--- src/rtl/booth4_pkg.sv ---
package booth4_pkg;
  typedef enum logic [1:0] {
    OP_NONE = 2'd0,
    OP_ADD  = 2'd1,
    OP_SUB  = 2'd2
  } op_e;

  typedef struct packed {
    op_e  op;    // what to do with the term
    logic dbl;   // use twice the shifted multiplicand
    logic cout;  // carry handed to the next digit
  } step_t;
endpackage

--- src/rtl/booth4_recode.sv ---
module booth4_recode
  import booth4_pkg::*;
(
  input  logic [1:0] digit,
  input  logic       cin,
  output step_t      step
);
  always_comb begin
    step = '{op: OP_NONE, dbl: 1'b0, cout: 1'b0};
    unique case ({cin, digit})
      3'b0_00: step = '{op: OP_NONE, dbl: 1'b0, cout: 1'b0};
      3'b0_01: step = '{op: OP_ADD,  dbl: 1'b0, cout: 1'b0};
      3'b0_10: step = '{op: OP_SUB,  dbl: 1'b1, cout: 1'b1};
      3'b0_11: step = '{op: OP_SUB,  dbl: 1'b0, cout: 1'b1};
      3'b1_00: step = '{op: OP_ADD,  dbl: 1'b0, cout: 1'b0};
      3'b1_01: step = '{op: OP_ADD,  dbl: 1'b1, cout: 1'b0};
      3'b1_10: step = '{op: OP_SUB,  dbl: 1'b0, cout: 1'b1};
      3'b1_11: step = '{op: OP_NONE, dbl: 1'b0, cout: 1'b1};
      default: step = '{op: OP_NONE, dbl: 1'b0, cout: 1'b0};
    endcase
  end
endmodule

--- src/rtl/booth4_addsub.sv ---
module booth4_addsub
  import booth4_pkg::*;
#(
  parameter int WIDTH = 32
) (
  input  logic [WIDTH-1:0] acc,
  input  logic [WIDTH-1:0] base,
  input  logic             dbl,
  input  op_e              op,
  output logic [WIDTH-1:0] sum
);
  logic [WIDTH-1:0] term;
  logic [WIDTH-1:0] operand;
  logic             sub;

  always_comb begin
    sub     = (op == OP_SUB);
    term    = dbl ? {base[WIDTH-2:0], 1'b0} : base;
    if (op == OP_NONE) term = '0;
    operand = sub ? ~term : term;
    sum     = acc + operand + {{(WIDTH-1){1'b0}}, sub};
  end
endmodule

--- src/rtl/booth4_mac.sv ---
module booth4_mac
  import booth4_pkg::*;
#(
  parameter int WIDTH = 32
) (
  input  logic             clk,
  input  logic             rst,
  input  logic             start,
  input  logic [WIDTH-1:0] mcand,
  input  logic [WIDTH-1:0] mplr,
  input  logic             acc_en,
  input  logic [WIDTH-1:0] addend,
  output logic             busy,
  output logic             done,
  output logic [WIDTH-1:0] result
);
  localparam int STEPS = WIDTH / 2;
  localparam int CW    = (STEPS > 1) ? $clog2(STEPS) : 1;
  localparam logic [CW-1:0] LAST_IDX = CW'(STEPS - 1);

  logic [WIDTH-1:0] acc_q, mc_q, mp_q, mp_next, sum;
  logic             carry_q, last;
  logic [CW-1:0]    cnt_q;
  step_t            st;

  booth4_recode u_rec (
    .digit (mp_q[1:0]),
    .cin   (carry_q),
    .step  (st)
  );

  booth4_addsub #(.WIDTH(WIDTH)) u_add (
    .acc  (acc_q),
    .base (mc_q),
    .dbl  (st.dbl),
    .op   (st.op),
    .sum  (sum)
  );

  always_comb begin
    mp_next = mp_q >> 2;
    last    = ((mp_next == '0) && !st.cout) || (cnt_q == LAST_IDX);
  end

  always_ff @(posedge clk) begin
    if (rst) begin
      busy    <= 1'b0;
      done    <= 1'b0;
      result  <= '0;
      acc_q   <= '0;
      mc_q    <= '0;
      mp_q    <= '0;
      carry_q <= 1'b0;
      cnt_q   <= '0;
    end else begin
      done <= 1'b0;
      if (!busy) begin
        if (start) begin
          busy    <= 1'b1;
          acc_q   <= acc_en ? addend : '0;
          mc_q    <= mcand;
          mp_q    <= mplr;
          carry_q <= 1'b0;
          cnt_q   <= '0;
        end
      end else begin
        acc_q   <= sum;
        mp_q    <= mp_next;
        mc_q    <= mc_q << 2;
        carry_q <= st.cout;
        cnt_q   <= cnt_q + 1'b1;
        if (last) begin
          busy   <= 1'b0;
          done   <= 1'b1;
          result <= sum;
        end
      end
    end
  end
endmodule

--- config.mk ---
export PLATFORM = sky130hd
export DESIGN_NAME = booth4_mac
export DESIGN_NICKNAME = d
export VERILOG_FILES = /design/src/rtl/booth4_pkg.sv /design/src/rtl/booth4_recode.sv /design/src/rtl/booth4_addsub.sv /design/src/rtl/booth4_mac.sv
export SDC_FILE = /design/constraint.sdc
export NUM_CORES = 1
export LEC_CHECK = 0
export ABC_AREA = 0
export ABC_CLOCK_PERIOD_IN_PS = 5250
export BUFFER_PORTS_ARGS = -buffer_cell sky130_fd_sc_hd__buf_2
export CAP_MARGIN = 0
export CELL_PAD_IN_SITES_DETAIL_PLACEMENT = 2
export CELL_PAD_IN_SITES_GLOBAL_PLACEMENT = 2
export CORE_MARGIN = 8
export CORE_UTILIZATION = 35
export DETAILED_ROUTE_END_ITERATION = 10
export GPL_TIMING_DRIVEN = 1
export PLACE_DENSITY_LB_ADDON = 0.1
export RECOVER_POWER = 100
export SLEW_MARGIN = 10
export SYNTH_ARGS = -nofsm -noshare
export SYNTH_HDL_FRONTEND = slang
export SYNTH_HIERARCHICAL = 1
export SYNTH_SLANG_ARGS = --single-unit
--- constraint.sdc ---
create_clock -name clk -period 5.25 [get_ports clk]
set_clock_uncertainty 0.15 [all_clocks]
set_input_delay 1.05 -clock clk [delete_from_list [all_inputs] [get_ports clk]]
set_output_delay 1.05 -clock clk [all_outputs]
set_load 0.02 [all_outputs]
==> out/summary.log <==
qor: yosys.synth_flop_cell sky130_fd_sc_hd__dfxtp_1
qor: timing.final_clock_period_utilization_by_the_worst_path 91.63%
qor: worst_setup_path.cp_data_required_time 5320 ps
qor: final_layout.synth_to_final_area_change 14.43%
qor: grt.via_count_of_the_first_global_routing_pass 8287
qor: placement.number_of_cells_in_the_design_after_placement 1394
qor: detailed_routing.vias 7644
qor: grt.grt_antenna_before_repair 0
qor: yosys.mappedNetlistArea 8626 µm²
qor: clock_tree.cts.reportedPaths.clkPinSlew 70 ps
qor: timing.max_slew_margin -39.60%
qor: yosys.synth_cell_type_count 64
qor: power_and_ir_drop.sw_frac_of_total 32.73%
qor: clock_tree.clock_tree.htree_level_count 4
qor: yosys.synth_largest_type_area_fraction 31.33%
qor: clock_tree.cts_hold_buf 0
qor: final_layout.final_layout_size_suffix_gt1_share 16.61%
qor: detailed_routing.detail_route.wirelength 27500 µm
qor: yosys.synth-edff-count 0
qor: power_and_ir_drop.part_of_the_total_power_dissipated_in_sequential_elements 39.6%
qor: placement.place_hpwl 19510 µm
qor: worst_hold_path.holdCritPathClass reg2reg
qor: final_layout.num-fill-cells 2757
qor: power_and_ir_drop.power.density 294.7 nW/µm²
qor: clock_tree.numCtsBuffers 17
qor: yosys.synth.yosys.warnings 6
qor: worst_setup_path.worstPathBufferInverterCount 1
qor: grt.grt_first_pass_wirelength 44650 µm
qor: clock_tree.resized_gates_after_cts 0
qor: floorplan.initial_cell_density_of_the_core 35.57%
qor: run_status.outcome finished with violations
qor: floorplan.io_pins 134
qor: power_and_ir_drop.p_clk_share 40.1%
qor: final_layout.final-instance-count-excl-fill 1426
qor: grt.maximum_number_of_pins_on_one_net_before_global_route_repair 114
qor: grt.global_route.overflow_total 0
qor: floorplan.die_width 173.0 µm
qor: power_and_ir_drop.switching_power 0.9521 mW
qor: worst_setup_path.cp_data_arrival_time 4880 ps
qor: placement.globalplace.congestion 0.8457
qor: timing.peak_freq 0.2079 GHz
qor: timing.setup_viol 0
qor: worst_setup_path.critical_path.max_fanout 24
qor: yosys.netlist_top_cells_area sky130_fd_sc_hd__dfxtp_1 (31%), sky130_fd_sc_hd__mux2i_1 (15%), sky130_fd_sc_hd__nor2_1 (6.0%)
qor: yosys.synth-async-reset-ratio 0%
qor: yosys.ys_seq_area_share 31.33%
qor: floorplan.chipHeight 173.0 µm
qor: clock_tree.worst_skew_pair.late_latency 430 ps
qor: flow_run.maxCapViolCount 3
qor: detailed_routing.routed-wl-met3 730 µm
qor: clock_tree.cts.sinks 135
qor: power_and_ir_drop.internal_power 1.957 mW
qor: power_and_ir_drop.vdd_ir_drop_max 0.1708 mV
qor: timing.worstMarginPinSlew 2094 ps
qor: detailed_routing.dr.max_layer_used met4
qor: detailed_routing.wl_met1 13050 µm
qor: yosys.post-synth-top-area-cell sky130_fd_sc_hd__dfxtp_1
qor: worst_setup_path.end_kind register
qor: yosys.synth.ff_latch_count 135
qor: floorplan.core-area 24250 µm²
qor: clock_tree.cts.repair_timing.setup_buffer_count 0
qor: placement.number_of_port_buffers 133
qor: clock_tree.clock_tree.buffer_depth 2
qor: power_and_ir_drop.share_comb_of_total_power 20.3%
qor: worst_setup_path.cp_top_family simple AND/OR/NAND/NOR gates
qor: detailed_routing.avgViaCountPerCell 5.360
qor: timing.rsz0062_at_grt false
qor: worst_setup_path.critPathLaunchType register
qor: power_and_ir_drop.total_leakage_power 4.287 nW
qor: yosys.syn-num-nets 1141
qor: detailed_routing.detailedRoute.firstIterationViolations 290
qor: timing.drv_slew 319
qor: detailed_routing.drt-wirelength-per-cell 19.29 µm
qor: yosys.syn-instance-count 1006
qor: detailed_routing.post-route-drc-count 0
qor: run_status.failing_checks capacitance limit, slew limit
qor: timing.report.final.hold_viol_count 0
qor: floorplan.area_enclosed_by_the_die_boundary 29920 µm²
qor: floorplan.placementRows 57
qor: detailed_routing.first_pass_iters 4
qor: final_layout.n_antenna_cell 0
qor: timing.setup_total_negative_slack 0 ps
qor: detailed_routing.met2_length 13460 µm
qor: clock_tree.tritoncts_clock_tree done
qor: final_layout.design.final.nets 1224
qor: yosys.synth_area_per_cell 8.574 µm²
qor: detailed_routing.antenna_left 0
qor: worst_setup_path.timing.critical_path.slowest_cell_delay 530 ps
qor: worst_setup_path.cp_cell_sequence or3b_1 > o21ai_4 > buf_4 > mux2i_1 > mux2_2 > ha_1 > and3_1 > nand2_1 > or4_1 > o32ai_1 > or3_1 > a31oi_1 > xnor2_1 > nor2b_1 > nor3_1
qor: grt.grt_use_total 18.14%
qor: worst_setup_path.critPathSlowestCell sky130_fd_sc_hd__or4_1
qor: clock_tree.clock_tree.root_cell sky130_fd_sc_hd__clkbuf_16
qor: worst_setup_path.critPathKind reg2reg
qor: timing.final_period_minus_worst_setup_slack 4811 ps
synth_stat cells (all sizes together) (6+ instances only):
master	number
nor3	42
buf	31
xnor2	18
nor2	139
nand2	22
a21o	13
o21a	7
mux2	31
clkbuf	47
dfxtp	135
a211oi	6
o21ai	21
a21oi	93
a221oi	34
mux2i	128
nand4	12
xor2	11
ha	34
o21bai	7
nor2b	39
inv	11
nor4	8
nand2b	69
power groups by stage:
| stage | logic [mW] | registers [mW] | clock network, mW |
|---|---|---|---|
| global placement | 0.576 | 1.17 | 0 |
| finish | 0.590 | 1.15 | 1.17 |
| global route | 0.660 | 1.16 | 1.23 |
| floorplan | 0.455 | 1.14 | 0 |
| detailed placement | 0.590 | 1.18 | 0 |
| CTS | 0.599 | 1.15 | 1.20 |
metal layers:
layer  up-vias  GRT usage, %
met1      3767         22.86
met3        18         2.810
met4         0         4.492
li1       3748             -
met5         -             0
met2       111         31.82
metrics by stage:
step	worst slack [ps]	total power, mW	instance area [µm²]	hold WS [ps]	utilization (%)
after floorplan	955.5	1.593	8626	320.1	-
after detailed placement	552.7	1.766	9389	319.6	38.72
final	439.5	2.909	9871	328.9	40.71
after global routing	123.1	3.054	9871	353.3	40.71
after CTS	520.5	2.951	9945	335.3	41.01
after global placement	656.7	1.751	9389	312.4	38.72
cells by family (layout without fill, tap and decap cells):
family | after synthesis | count (layout) | share of synthesized area (%)
adder cells (fa/ha/maj) | 35 | 35 | 5.164
buffers and inverters | 89 | 185 | 5.120
XOR/XNOR | 29 | 29 | 2.945
flip-flops | 135 | 135 | 31.33
AO/OA/AOI/OAI | 202 | 202 | 15.55
AND/OR/NAND/NOR | 357 | 357 | 20.99
multiplexers | 159 | 159 | 18.90
tightest hold or removal path: cells and delay by family, from the launching register on:
kind | cells | cell delay [ps]
simple gates | 1 | 60
flops | 1 | 310
mux | 1 | 60
layout by cell type, fill, tap and decap left out, drive strengths merged, types with 5 or more instances in the layout:
| cell | count |
|---|---|
| a211oi | 6 |
| a21o | 13 |
| a21oi | 93 |
| a221oi | 34 |
| buf | 104 |
| clkbuf | 55 |
| clkinv | 5 |
| dfxtp | 135 |
| ha | 34 |
| inv | 19 |
| mux2 | 31 |
| mux2i | 128 |
| nand2 | 22 |
| nand2b | 69 |
| nand3 | 5 |
| nand4 | 12 |
| nor2 | 139 |
| nor2b | 39 |
| nor3 | 42 |
| nor3b | 5 |
| nor4 | 8 |
| o21a | 7 |
| o21ai | 21 |
| o21bai | 7 |
| xnor2 | 18 |
| xor2 | 11 |
registers in the layout (all words and copies together), names as in the netlist:
signal / flops
acc_q: 32
busy: 1
carry_q: 1
cnt_q: 4
done: 1
mc_q: 32
mp_q: 32
result: 32
path summary, 6_finish.rpt:
| path | startpoint | to | slack (ps) | cells after the start |
|---|---|---|---|---|
| hold reg to reg | result[24]$_SDFFE_PP0P_ | result[24]$_SDFFE_PP0P_ | 330 | 2 |
| setup reg to reg | mp_q[1]$_SDFFE_PP0P_ | acc_q[27]$_SDFFE_PP0P_ | 440 | 15 |
| hold / removal | result[24]$_SDFFE_PP0P_ | result[24]$_SDFFE_PP0P_ | 330 | 2 |
| setup / recovery | mp_q[1]$_SDFFE_PP0P_ | acc_q[27]$_SDFFE_PP0P_ | 440 | 15 |
area by class of cell:
class,instances,area [µm²],share of cell area (%)
inverters,11,41.29,0.4183
clock inverters,15,130.1,1.318
flip-flops and latches,135,2704,27.39
well taps,324,405.4,4.107
clock buffers,17,425.4,4.310
multi-input cells,782,5482,55.53
repair buffers,142,683.2,6.921
Note: power is estimated with default switching activity, not from simulation.
